<file path="src/rtl/cbd_pkg.sv">
// Package: shared types of the cartridge bus decoder.
// Assumes: size codes are fixed by the processor bus (00 byte, 01 half, 1x word).
package cbd_pkg;
    typedef enum logic [1:0] {
        SZ_BYTE     = 2'b00,
        SZ_HALF     = 2'b01,
        SZ_WORD     = 2'b10,
        SZ_WORD_ALT = 2'b11
    } acc_size_e;

    // Number of result bytes an access size keeps.
    function automatic int unsigned size_bytes(input acc_size_e sz);
        case (sz)
            SZ_BYTE: return 1;
            SZ_HALF: return 2;
            default: return 4;
        endcase
    endfunction
endpackage

</file>
<file path="src/rtl/cbd_window.sv">
// Module: EEPROM window decode.
// Decides whether an address falls in the EEPROM window. For a large ROM
// the window is the top WIN_BYTES of the masked index space. For a small
// ROM it is every address whose top byte equals SMALL_TAG.
// Assumes: purely combinational; it is qualified by the request strobe outside.
module cbd_window #(
    parameter int unsigned ADDR_W      = 32,
    parameter int unsigned ROM_AW      = 25,
    parameter int unsigned SIZE_W      = 26,
    parameter logic [7:0]  SMALL_TAG   = 8'h0D,
    parameter int unsigned LARGE_LIMIT = 32'h0100_0000,
    parameter int unsigned WIN_BYTES   = 256
) (
    input  logic [ADDR_W-1:0] addr,
    input  logic              cfg_eeprom,
    input  logic [SIZE_W-1:0] rom_bytes,
    output logic              hit
);
    localparam logic [ROM_AW-1:0] HI_BASE = ROM_AW'((64'd1 << ROM_AW) - 64'(WIN_BYTES));

    logic large_rom;
    logic hi_hit;
    logic tag_hit;

    // Select between the top-window test and the tag test by ROM size.
    always_comb begin
        large_rom = rom_bytes > SIZE_W'(LARGE_LIMIT);
        hi_hit    = addr[ROM_AW-1:0] >= HI_BASE;
        tag_hit   = addr[ADDR_W-1 -: 8] == SMALL_TAG;
        hit       = cfg_eeprom && (large_rom ? hi_hit : tag_hit);
    end
endmodule

</file>
<file path="src/rtl/cbd_lane.sv">
// Module: one result byte lane.
// Forms the index base+LANE. It passes the ROM byte when the index is
// inside the ROM. Otherwise it returns the open-bus byte: a byte of
// (index >> 1) & 0xFFFF, with index bit 0 choosing the upper byte.
// Assumes: the ROM byte input already belongs to index base+LANE.
module cbd_lane #(
    parameter int unsigned ROM_AW = 25,
    parameter int unsigned LANE   = 0
) (
    input  logic [ROM_AW-1:0] base,
    input  logic [ROM_AW:0]   rom_bytes,
    input  logic [7:0]        rom_byte,
    output logic [7:0]        byte_out
);
    localparam int unsigned IDX_W = ROM_AW + 1;

    logic [IDX_W-1:0] idx;
    logic [7:0]       open_bus;

    // Choose the ROM byte or the address-derived pattern.
    always_comb begin
        idx      = {1'b0, base} + IDX_W'(LANE);
        open_bus = idx[0] ? idx[16:9] : idx[8:1];
        byte_out = (idx < rom_bytes) ? rom_byte : open_bus;
    end
endmodule

</file>
<file path="src/rtl/cbd_pack.sv">
// Module: result packer.
// Keeps the low bytes that the access size covers and clears the rest.
// Assumes: lane 0 is the least significant byte (little-endian).
module cbd_pack
    import cbd_pkg::*;
#(
    parameter int unsigned LANES = 4
) (
    input  acc_size_e            size,
    input  logic [LANES*8-1:0]   lanes,
    output logic [LANES*8-1:0]   data
);
    for (genvar k = 0; k < LANES; k++) begin : g_keep
        // Pass lane k only when the access covers it.
        always_comb begin
            data[8*k +: 8] = (k < size_bytes(size)) ? lanes[8*k +: 8] : 8'h00;
        end
    end
endmodule

</file>
<file path="src/rtl/cart_bus_decoder.sv">
// Module: cartridge bus address decoder (top).
// Routes each request to the EEPROM port or the ROM. It builds
// little-endian reads with open-bus fill past the ROM end and registers
// every result for one cycle.
// Assumes: rom_lanes is a same-cycle function of rom_addr; the ROM size
// does not exceed 2**ROM_AW bytes.
module cart_bus_decoder
    import cbd_pkg::*;
#(
    parameter int unsigned ADDR_W      = 32,
    parameter int unsigned ROM_AW      = 25,
    parameter int unsigned LANES       = 4,
    parameter int unsigned LARGE_LIMIT = 32'h0100_0000,
    parameter int unsigned WIN_BYTES   = 256
) (
    input  logic                 clk,
    input  logic                 rst_n,
    input  logic                 req_valid,
    input  logic                 req_write,
    input  logic [1:0]           req_size,
    input  logic [ADDR_W-1:0]    req_addr,
    input  logic [LANES*8-1:0]   req_wdata,
    input  logic                 cfg_eeprom,
    input  logic [ROM_AW:0]      cfg_rom_bytes,
    output logic [ROM_AW-1:0]    rom_addr,
    input  logic [LANES*8-1:0]   rom_lanes,
    output logic                 rsp_valid,
    output logic [LANES*8-1:0]   rsp_data,
    output logic                 eep_sel,
    output logic                 eep_wr,
    output logic                 eep_bit
);
    localparam int unsigned DATA_W  = LANES * 8;
    localparam int unsigned SIZE_W  = ROM_AW + 1;
    localparam logic [ROM_AW-1:0] HI_BASE = ROM_AW'((64'd1 << ROM_AW) - 64'(WIN_BYTES));

    logic              win_hit;
    logic [DATA_W-1:0] lane_bytes;
    logic [DATA_W-1:0] packed_data;
    acc_size_e         size_e;

    // Drive the ROM index from the masked address.
    always_comb begin
        rom_addr = req_addr[ROM_AW-1:0];
        size_e   = acc_size_e'(req_size);
    end

    cbd_window #(
        .ADDR_W     (ADDR_W),
        .ROM_AW     (ROM_AW),
        .SIZE_W     (SIZE_W),
        .SMALL_TAG  (8'h0D),
        .LARGE_LIMIT(LARGE_LIMIT),
        .WIN_BYTES  (WIN_BYTES)
    ) u_window (
        .addr      (req_addr),
        .cfg_eeprom(cfg_eeprom),
        .rom_bytes (cfg_rom_bytes),
        .hit       (win_hit)
    );

    for (genvar k = 0; k < LANES; k++) begin : g_lane
        cbd_lane #(
            .ROM_AW(ROM_AW),
            .LANE  (k)
        ) u_lane (
            .base     (req_addr[ROM_AW-1:0]),
            .rom_bytes(cfg_rom_bytes),
            .rom_byte (rom_lanes[8*k +: 8]),
            .byte_out (lane_bytes[8*k +: 8])
        );
    end

    cbd_pack #(
        .LANES(LANES)
    ) u_pack (
        .size (size_e),
        .lanes(lane_bytes),
        .data (packed_data)
    );

    // Register the routed result for the cycle after the request.
    always_ff @(posedge clk) begin
        if (!rst_n) begin
            rsp_valid <= 1'b0;
            rsp_data  <= '0;
            eep_sel   <= 1'b0;
            eep_wr    <= 1'b0;
            eep_bit   <= 1'b0;
        end else begin
            rsp_valid <= req_valid && !req_write;
            rsp_data  <= (req_valid && !req_write && !win_hit) ? packed_data : '0;
            eep_sel   <= req_valid && win_hit;
            eep_wr    <= req_valid && req_write && win_hit;
            eep_bit   <= (req_valid && req_write && win_hit) ? req_wdata[0] : 1'b0;
        end
    end

    // the EEPROM is only selected when it is configured.
    p_sel_needs_cfg_r5: assert property (@(posedge clk) disable iff (!rst_n)
        eep_sel |-> $past(cfg_eeprom));

    // forwarded serial bit is bit 0 of the write value.
    p_serial_bit_r6: assert property (@(posedge clk) disable iff (!rst_n)
        (eep_sel && eep_wr) |-> (eep_bit == $past(req_wdata[0])));

    // EEPROM read returns a zero result.
    p_eep_read_zero_r7: assert property (@(posedge clk) disable iff (!rst_n)
        (eep_sel && !eep_wr) |-> (rsp_valid && rsp_data == '0));

    // writes never produce a read response.
    p_write_silent_r10: assert property (@(posedge clk) disable iff (!rst_n)
        $past(req_valid && req_write) |-> !rsp_valid);

    // a byte read clears the upper result bytes.
    p_byte_upper_zero_r9: assert property (@(posedge clk) disable iff (!rst_n)
        (rsp_valid && $past(req_size) == 2'b00) |-> (rsp_data[DATA_W-1:8] == '0));

    // large-ROM EEPROM selects lie in the top window.
    p_large_window_r3: assert property (@(posedge clk) disable iff (!rst_n)
        (eep_sel && $past(cfg_rom_bytes) > SIZE_W'(LARGE_LIMIT))
            |-> ($past(req_addr[ROM_AW-1:0]) >= HI_BASE));
endmodule

</file>
<file path="config.mk">
export PLATFORM = sky130hd
export DESIGN_NAME = cart_bus_decoder
export DESIGN_NICKNAME = d
export VERILOG_FILES = /design/src/rtl/cbd_pkg.sv /design/src/rtl/cbd_window.sv /design/src/rtl/cbd_lane.sv /design/src/rtl/cbd_pack.sv /design/src/rtl/cart_bus_decoder.sv
export SDC_FILE = /design/constraint.sdc
export NUM_CORES = 1
export LEC_CHECK = 0
export BUFFER_PORTS_ARGS = -buffer_cell sky130_fd_sc_hd__buf_2
export CAP_MARGIN = 40
export CORE_MARGIN = 1.5
export CORE_UTILIZATION = 54
export CTS_CLUSTER_DIAMETER = 50
export DETAILED_ROUTE_END_ITERATION = 12
export PLACE_DENSITY = 0.89
export SLEW_MARGIN = 30
export SYNTH_ARGS = -nofsm -noshare
export SYNTH_HDL_FRONTEND = slang
export SYNTH_HIERARCHICAL = 1
export SYNTH_SLANG_ARGS = --single-unit
</file>
<file path="constraint.sdc">
create_clock -name clk -period 4.6 [get_ports clk]
set_input_delay 0.69 -clock clk [delete_from_list [all_inputs] [get_ports clk]]
set_output_delay 0.69 -clock clk [all_outputs]
set_load 0.02 [all_outputs]
</file>
; Word level (Yosys, flattened, before mapping)
; Index checks and enable logic that the tools add are counted.
[classes]
add_sub_neg = 3
magnitude_cmp = 10
eq_ne = 2
n_mux = 10
n_reduce_logical = 14
[op_table]
columns = operator, n
row1 = 26-bit < comparator, 3
row2 = 8-bit 2-to-1 mux, 8
row3 = 25-bit by 2-bit adder with 26-bit output (second input constant), 2
row4 = 25-bit by 1-bit adder with 26-bit output (second input constant), 1
row5 = 26-bit by 25-bit greater-than comparator with 1-bit output (second input constant), 1
row6 = 25-bit by 26-bit < comparator with 1-bit output, 1
row7 = 25-bit >= comparator (second input constant), 1
row8 = 3-bit AND reduction, 4
row9 = 8-bit by 4-bit == test with 1-bit output (second input constant), 1
row10 = 1-bit logical AND, 6
row11 = 1-bit by 3-bit < comparator with 1-bit output (first input constant), 2
row12 = 2-bit by 3-bit < comparator with 1-bit output (first input constant), 2
row13 = 3-bit one-hot mux with 2 select lines, 1
row14 = 2-bit by 1-bit == test with 1-bit output (second input constant), 1
row15 = 1-bit zero test, 2
row16 = 2-bit zero test, 1
row17 = 2-bit AND reduction, 1
row18 = 1-bit 2-to-1 mux, 1
[word_totals]
ff_bits = 36
input_bits = 129
output_inout_bits = 61
wordCells = 47

; Longest topological paths before layout
; Gate-level depths: netlist of the first run.
[depth]
depth_word = 6
ltp_mapped = 17
ltp_nobuf = 16

; Cells and area by module
; The synthesis of the first run kept the hierarchy.
[modules_own_cells]
columns = mod, instances, cells_per_inst, area_each_um2, seq_area_each_um2
row1 = cbd_lane at g_lane[2].u_lane, 1, 172, 1337.5, 0.0
row2 = cbd_lane at g_lane[1].u_lane, 1, 173, 1331.3, 0.0
row3 = cbd_lane at g_lane[3].u_lane, 1, 189, 1320.0, 0.0
row4 = cart_bus_decoder, 1, 101, 1199.9, 720.7
row5 = cbd_lane at g_lane[0].u_lane, 1, 98, 814.5, 0.0
row6 = cbd_pack, 1, 37, 237.7, 0.0
row7 = cbd_window, 1, 21, 140.1, 0.0

; Least setup slack after synthesis of the first run
; No wires, ideal clock.
[synth_timing]
path_type = input port to flip-flop
start = input req_addr[0]
end = register rsp_data[24]
setup_time_ps = 115
t_arrival_ps = 3661
required_ps = 4485
slack_ps = 824
cell_stages = 16
path_buffers = 1
cell_sequence = buf_6 -> o2111ai_1 -> nor4_1 -> nand2_1 -> nor2_1 -> nand3_1 -> xnor2_1 -> ha_1 -> nand2_1 -> nor2_1 -> a211oi_1 -> a21oi_1 -> a211oi_4 -> mux2_4 -> and2_1 -> and2_1
[synth_via]
word_cells_on_any_way = 10
cone_classes = add/sub (1) / order compare (2) / mux (3) / reduce/logical (4)
[synth_lines]
columns = item, line
row1 = start: declaration, cart_bus_decoder.sv:21  ; input logic [ADDR_W-1:0] req_addr,
row2 = 25-bit by 2-bit adder with 26-bit output (*), cbd_lane.sv:22  ; idx = {1'b0, base} + IDX_W'(LANE);
row3 = 26-bit < comparator or 8-bit 2-to-1 mux (tied branches), "cbd_lane.sv:24, cbd_lane.sv:23"
row4 = 8-bit 2-to-1 mux (*), cbd_lane.sv:24  ; byte_out = (idx < rom_bytes) ? rom_byte : open_bus;
row5 = via lane_bytes[24], cart_bus_decoder.sv:38  ; logic [DATA_W-1:0] lane_bytes;
row6 = end signal: assignment, cart_bus_decoder.sv:92  ; rsp_data <= (req_valid && !req_write && !win_hit) ? packed_data : '0;
row7 = end: declaration, cart_bus_decoder.sv:28  ; output logic [LANES*8-1:0] rsp_data,
; The timed path passes the listed nets; every way through them passes the cells marked *.
; A chain may end at the register's enable or synchronous reset.

; Worst setup path in the final report of the first run
[layout_timing]
start = input req_addr[1]
end = register rsp_data[14]
[layout_via]
word_cells_on_any_way = 10
cone_classes = add/sub (1) / order compare (2) / mux (3) / reduce/logical (4)
[layout_lines]
columns = item, line
row1 = 25-bit by 1-bit adder with 26-bit output (*), cbd_lane.sv:22
row2 = 26-bit < comparator or 8-bit 2-to-1 mux (tied branches), "cbd_lane.sv:24, cbd_lane.sv:23"
row3 = 8-bit 2-to-1 mux (*), cbd_lane.sv:24
row4 = via lane_bytes[14], cart_bus_decoder.sv:38
; Marked as above.

==> results of run 1 <==
[power by group through the flow]
stage,registers [W],clock network (W),logic [W]
5_1_grt,0.000322,0.000398,0.000645
6_report,0.000322,0.000379,0.000587
4_1_cts,0.000322,0.000385,0.000581
2_1_floorplan,0.000340,0,0.000378
3_5_place_dp,0.000329,0,0.000577
3_3_place_gp,0.000329,0,0.000554
[worst max-delay path, cell delays in order]
cell and delay (ps):
buf_2 240, ha_1 310, and3_1 210, nand4_1 180
or2_2 310, nor2_1 160, nand2_1 90, xnor2_1 130
ha_1 330, nand4_4 150, nor4_4 80, a221oi_2 260
o21ai_2 110, a41oi_4 450, mux2_4 340, o21a_1 100
and2_2 170
[cell type report]
type                            instances  share of cell area
Clock buffer                            6             0.01753
Inverter                              120             0.06129
Sequential cell                        36             0.09806
Timing Repair Buffer                  178              0.1280
Multi-Input combinational cell        592              0.6660
Clock inverter                          2            0.004767
Tap cell                              143             0.02434
[placed cells by master (no fill, tap or decap), types with 9 or more instances in the layout]
cell	Yosys	final
xnor2_1	40	40
o21a_1	11	11
xor2_1	26	26
buf_2	0	158
dfxtp_1	36	36
buf_4	27	20
nand4_1	27	27
mux2_4	12	12
and2_1	35	35
ha_1	103	103
nand3_1	26	26
nor2_1	40	40
mux2_2	27	27
inv_1	119	119
nand2_1	49	49
nor3_1	9	9
and3_1	10	10
mux2i_1	23	23
o21ai_0	11	11
a21oi_1	38	38
[final timing paths]
check          from                 endpoint  depth (start not counted)
max     req_addr[1]  rsp_data[14]$_SDFF_PN0_                         17
min    req_wdata[0]       eep_bit$_SDFF_PN0_                          2
[per-layer routing]
layer / track usage / up-vias / wire length [µm]
met5: 0 / - / 0
met4: 0.1004 / 0 / 500
met3: 0.03756 / 55 / 1731
met2: 0.4963 / 341 / 8419
met1: 0.3595 / 2902 / 7279
li1: - / 2986 / -
[cell families after synthesis]
logic type	Yosys count	share of synthesized area
compound gates	98	0.1090
mux	62	0.1120
flops	36	0.1129
xor+xnor	68	0.09569
fa+ha+maj	103	0.2020
simple gates	261	0.2484
buf+inv	163	0.1200
[metrics by stage]
stage	hold slack, ps	util	total power (W)	setup slack, ps
global placement	900.7	0.6266	0.0008827	336.2
global route	628.6	0.6409	0.001365	210.5
CTS	615.2	0.6409	0.001288	497.5
floorplan	811.7	-	0.0007175	824.3
detailed placement	904.0	0.6266	0.0009056	222.4
finish	614.2	0.6409	0.001289	462.1
[flip-flops by register name, summed over array words and instances (netlist names)]
name       flops
rsp_valid      1
rsp_data      32
eep_bit        1
eep_sel        1
eep_wr         1
==> qor.txt, run 1 <==
Seq cells post-synth: 36
Switching share of power: 0.3580
Final #Nets: 1,165
Ys async rst share: 0
Mean area per synthesized cell: 8.067 µm²
Largest net degree at the start of global routing: 33
Max VDD drop: 0.2806 mV
Status: complete, no violations
First-pass GRT wire length: 28,860 µm
Input/output buffers: 158
Layout cells sized above 1: 0.2912
Max Clk Rate: 0.2417 GHz
Post-CTS Hold Fix Bufs: 0
Synth top area share: 0.2020
Worst-path clk slew: 60 ps
CTS resizes: 0
Post-DP Area: 0.007186 mm²
Wire per inst: 16.65 µm
CP arrival: 4320 ps
Cells after synthesis: 791
Design area: 0.007350 mm²
CP Max Fanout: 11
DR vias: 6,284
Commonest cells in the netlist: inv_1, ha_1, nand2_1
Max-slew violation count: 0
Hold Crit Class: input pin to register
NetSw: 0.0004614 W
Number of global-route vias before repair: 5,978
Starting density of the core: 0.5565
Multi-input gate area: 0.004895 mm²
DIE WIDTH: 111.7 µm
Clock sinks: 36
Clk root buf: clkbuf_16
Period utilization: 0.8995
Most common flop cell mapped by yosys: dfxtp_1
Placed cell count: 1,069
Setup bufs post-CTS: 0
Die H: 111.7 µm
DRC viols: 0
Vias per cell: 5.835
Register area share after synthesis: 0.1129
Total wire length: 17,930 µm
Initial antenna violation count: 0
Leakage power: 3.962 nW
Core ar.: 0.01147 mm²
Placer Congestion: 0.9182
Setup crit start kind: input pin
Syn Nets: 1,023
Final setup fails: 0
Final min period: 4138 ps
Mapped Area: 0.006381 mm²
Count leader, synth: inv_1
GRT Overall Usage: 0.2847
Type of the worst setup path: input pin to register
H-Tree Depth: 2
Synth area leaders: ha_1, dfxtp_1, inv_1, xnor2_1, mux2_2
Synthesis-to-layout area growth: 15.18%
Initial DRC count: 480
Ys Warns: 6
Largest area contributor in the netlist: ha_1
Finished Layout Cells: 1,077
TritonCTS Buffers: 5
Post-synthesis cell type count: 66
RSZ-0062 raised after global routing: false
Clock power frac: 0.294
Full die area: 0.01248 mm²
Power per standard cell area: 175.4 mW/mm²
Critical Path RT: 4780 ps
Combinational share of power: 0.456
Slew HR: 0.5077
Seq pwr share: 0.250
Top Ports: 190
Hold Fails Final Rpt: 0
Row cnt: 39
Max Cap Violations: 0
Gr ovfl total: 0
Post-synth EDFFs: 0
Internal Pwr Total: 0.0008273 W
CTS tree: done
Setup TNS: 0 ps
CP endpoint kind: register
Pin slew with the least headroom to its limit: 730.7 ps
Max clock buf depth: 2
Register area: 720.7 µm²
Drt first pass iters: 7
DRT antenna net count: 0
DP HPWL: 14,720 µm
FILL cells: 961
Diodes inserted: 0
Note: power is estimated with default switching activity, not from simulation.
==> inputs of run 2 (changes only) <==
--- a/config.mk
+++ b/config.mk
@@ -12,6 +12,7 @@
 export CTS_CLUSTER_DIAMETER = 50
 export DETAILED_ROUTE_END_ITERATION = 12
 export PLACE_DENSITY = 0.89
+export REMOVE_ABC_BUFFERS = 1
 export SLEW_MARGIN = 30
 export SYNTH_ARGS = -nofsm -noshare
 export SYNTH_HDL_FRONTEND = slang
==> qor.txt, run 2 (synthesized netlist as in run 1, its figures left out) <==
Status: complete, no violations
Placed cell count: 1,070
Leakage power: 3.967 nW
Final min period: 4249 ps
Critical Path RT: 4770 ps
Crit path buf inv count: 1
Hold Fails Final Rpt: 0
Worst hold stages: 2
Layout cells sized above 1: 0.2920
Commonest non-fill, non-tap cell in the layout: buf_2
Initial antenna violation count: 0
Placer Congestion: 0.9779
Row cnt: 39
Power per standard cell area: 176.0 mW/mm²
Hold Crit Class: input pin to register
Setup TNS: 0 ps
Worst path top cell family by delay: simple AND/OR/NAND/NOR gates
Worst-path clk slew: 50 ps
Synthesis-to-layout area growth: 15.29%
TritonCTS Buffers: 5
Max-slew violation count: 0
Number of global-route vias before repair: 6,074
Initial DRC count: 478
Period utilization: 0.9237
Total wire length: 18,080 µm
Final setup fails: 0
DRT antenna net count: 0
Die H: 111.7 µm
CP max stage cell: a41oi_4
H-Tree Depth: 2
Drt first pass iters: 5
GRT Overall Usage: 0.2887
DR vias: 6,292
Full die area: 0.01248 mm²
Wire per inst: 16.78 µm
Worst path cell trace: buf_2 > ha_1 > and3_1 > nand4_1 > or2_2 > nor2_1 > nand2_1 > xnor2_1 > ha_1 > nand4_4 > nor4_4 > a221oi_2 > o21ai_2 > a41oi_4 > mux2_4 > o21a_1 > and2_2
WHS: 605.1 ps
DP HPWL: 14,380 µm
Setup crit start kind: input pin
First-pass GRT wire length: 29,330 µm
Diodes inserted: 0
Max Cap Violations: 0
DIE WIDTH: 111.7 µm
Most used cell, CP: ha_1
Pin slew with the least headroom to its limit: 610.4 ps
Max reg flops: 32
Max VDD drop: 0.2384 mV
Core ar.: 0.01147 mm²
Clock sinks: 36
Type of the worst setup path: input pin to register
Slew HR: 0.5887
Input/output buffers: 158
CP Max Fanout: 15
RSZ-0062 raised after global routing: false
Max Clk Rate: 0.2353 GHz
Final #Nets: 1,166
Setup bufs post-CTS: 0
Hold Startpoint: req_wdata[0]
Finished Layout Cells: 1,078
Gr ovfl total: 0
Top Ports: 190
Vias per cell: 5.837
Total Power: 0.001295 W
Max clock buf depth: 2
CP endpoint kind: register
CP arrival: 4420 ps
Post-CTS Hold Fix Bufs: 0
Largest net degree at the start of global routing: 33
CTS tree: done
Most frequent cells in the layout: buf_2, inv_1, ha_1, nand2_1
DRC viols: 0
Largest Register: rsp_data
Worst Hold Endpoint: eep_bit$_SDFF_PN0_
Starting density of the core: 0.5565
Crit-path max cell delay: 460 ps
Clk root buf: clkbuf_16
CTS resizes: 0
==> run 2: how the worst max path moves through the flow <==
stage / from / slack [ps] / end / cells after the start
final: req_addr[1] / 350 / rsp_data[14]$_SDFF_PN0_ / 17
after global routing: req_addr[1] / 160 / rsp_data[12]$_SDFF_PN0_ / 17
after CTS: req_addr[1] / 410 / rsp_data[14]$_SDFF_PN0_ / 17
after detailed placement: req_addr[1] / 130 / rsp_data[14]$_SDFF_PN0_ / 17
after global placement: req_addr[1] / 260 / rsp_data[12]$_SDFF_PN0_ / 17
after floorplan: req_addr[0] / 840 / rsp_data[12]$_SDFF_PN0_ / 16
==> run 2: through the flow <==
step	cell area (µm²)	worst slack [ps]	util
after floorplan	6066	837.8	-
after global placement	7193	256.7	0.6273
after detailed placement	7193	133.7	0.6273
after CTS	7357	406.3	0.6416
after global routing	7357	158.9	0.6416
final	7357	350.9	0.6416
==> run 2: cell type report <==
cell class                      count  area (µm²)
Sequential cell                    36       720.7
Multi-Input combinational cell    592        4895
Timing Repair Buffer              179       948.4
Fill cell                         944        4110
Clock inverter                      2       35.03
Clock buffer                        6       128.9
Tap cell                          143       178.9
Inverter                          120       450.4
==> run 2: power breakdown <==
| group | internal (W) | switching (W) |
|---|---|---|
| registers | 0.000320 | 0.00000153 |
| logic | 0.000254 | 0.000339 |
| clock network | 0.000255 | 0.000126 |
| total | 0.000829 | 0.000467 |
==> run 2: routing by layer <==
layer / routed length [µm] / track usage / vias up
met1: 7319 / 0.3638 / 2880
met2: 8363 / 0.4976 / 371
met4: 637 / 0.1114 / 0
li1: - / - / 2974
met3: 1765 / 0.04028 / 67
met5: 0 / 0 / -
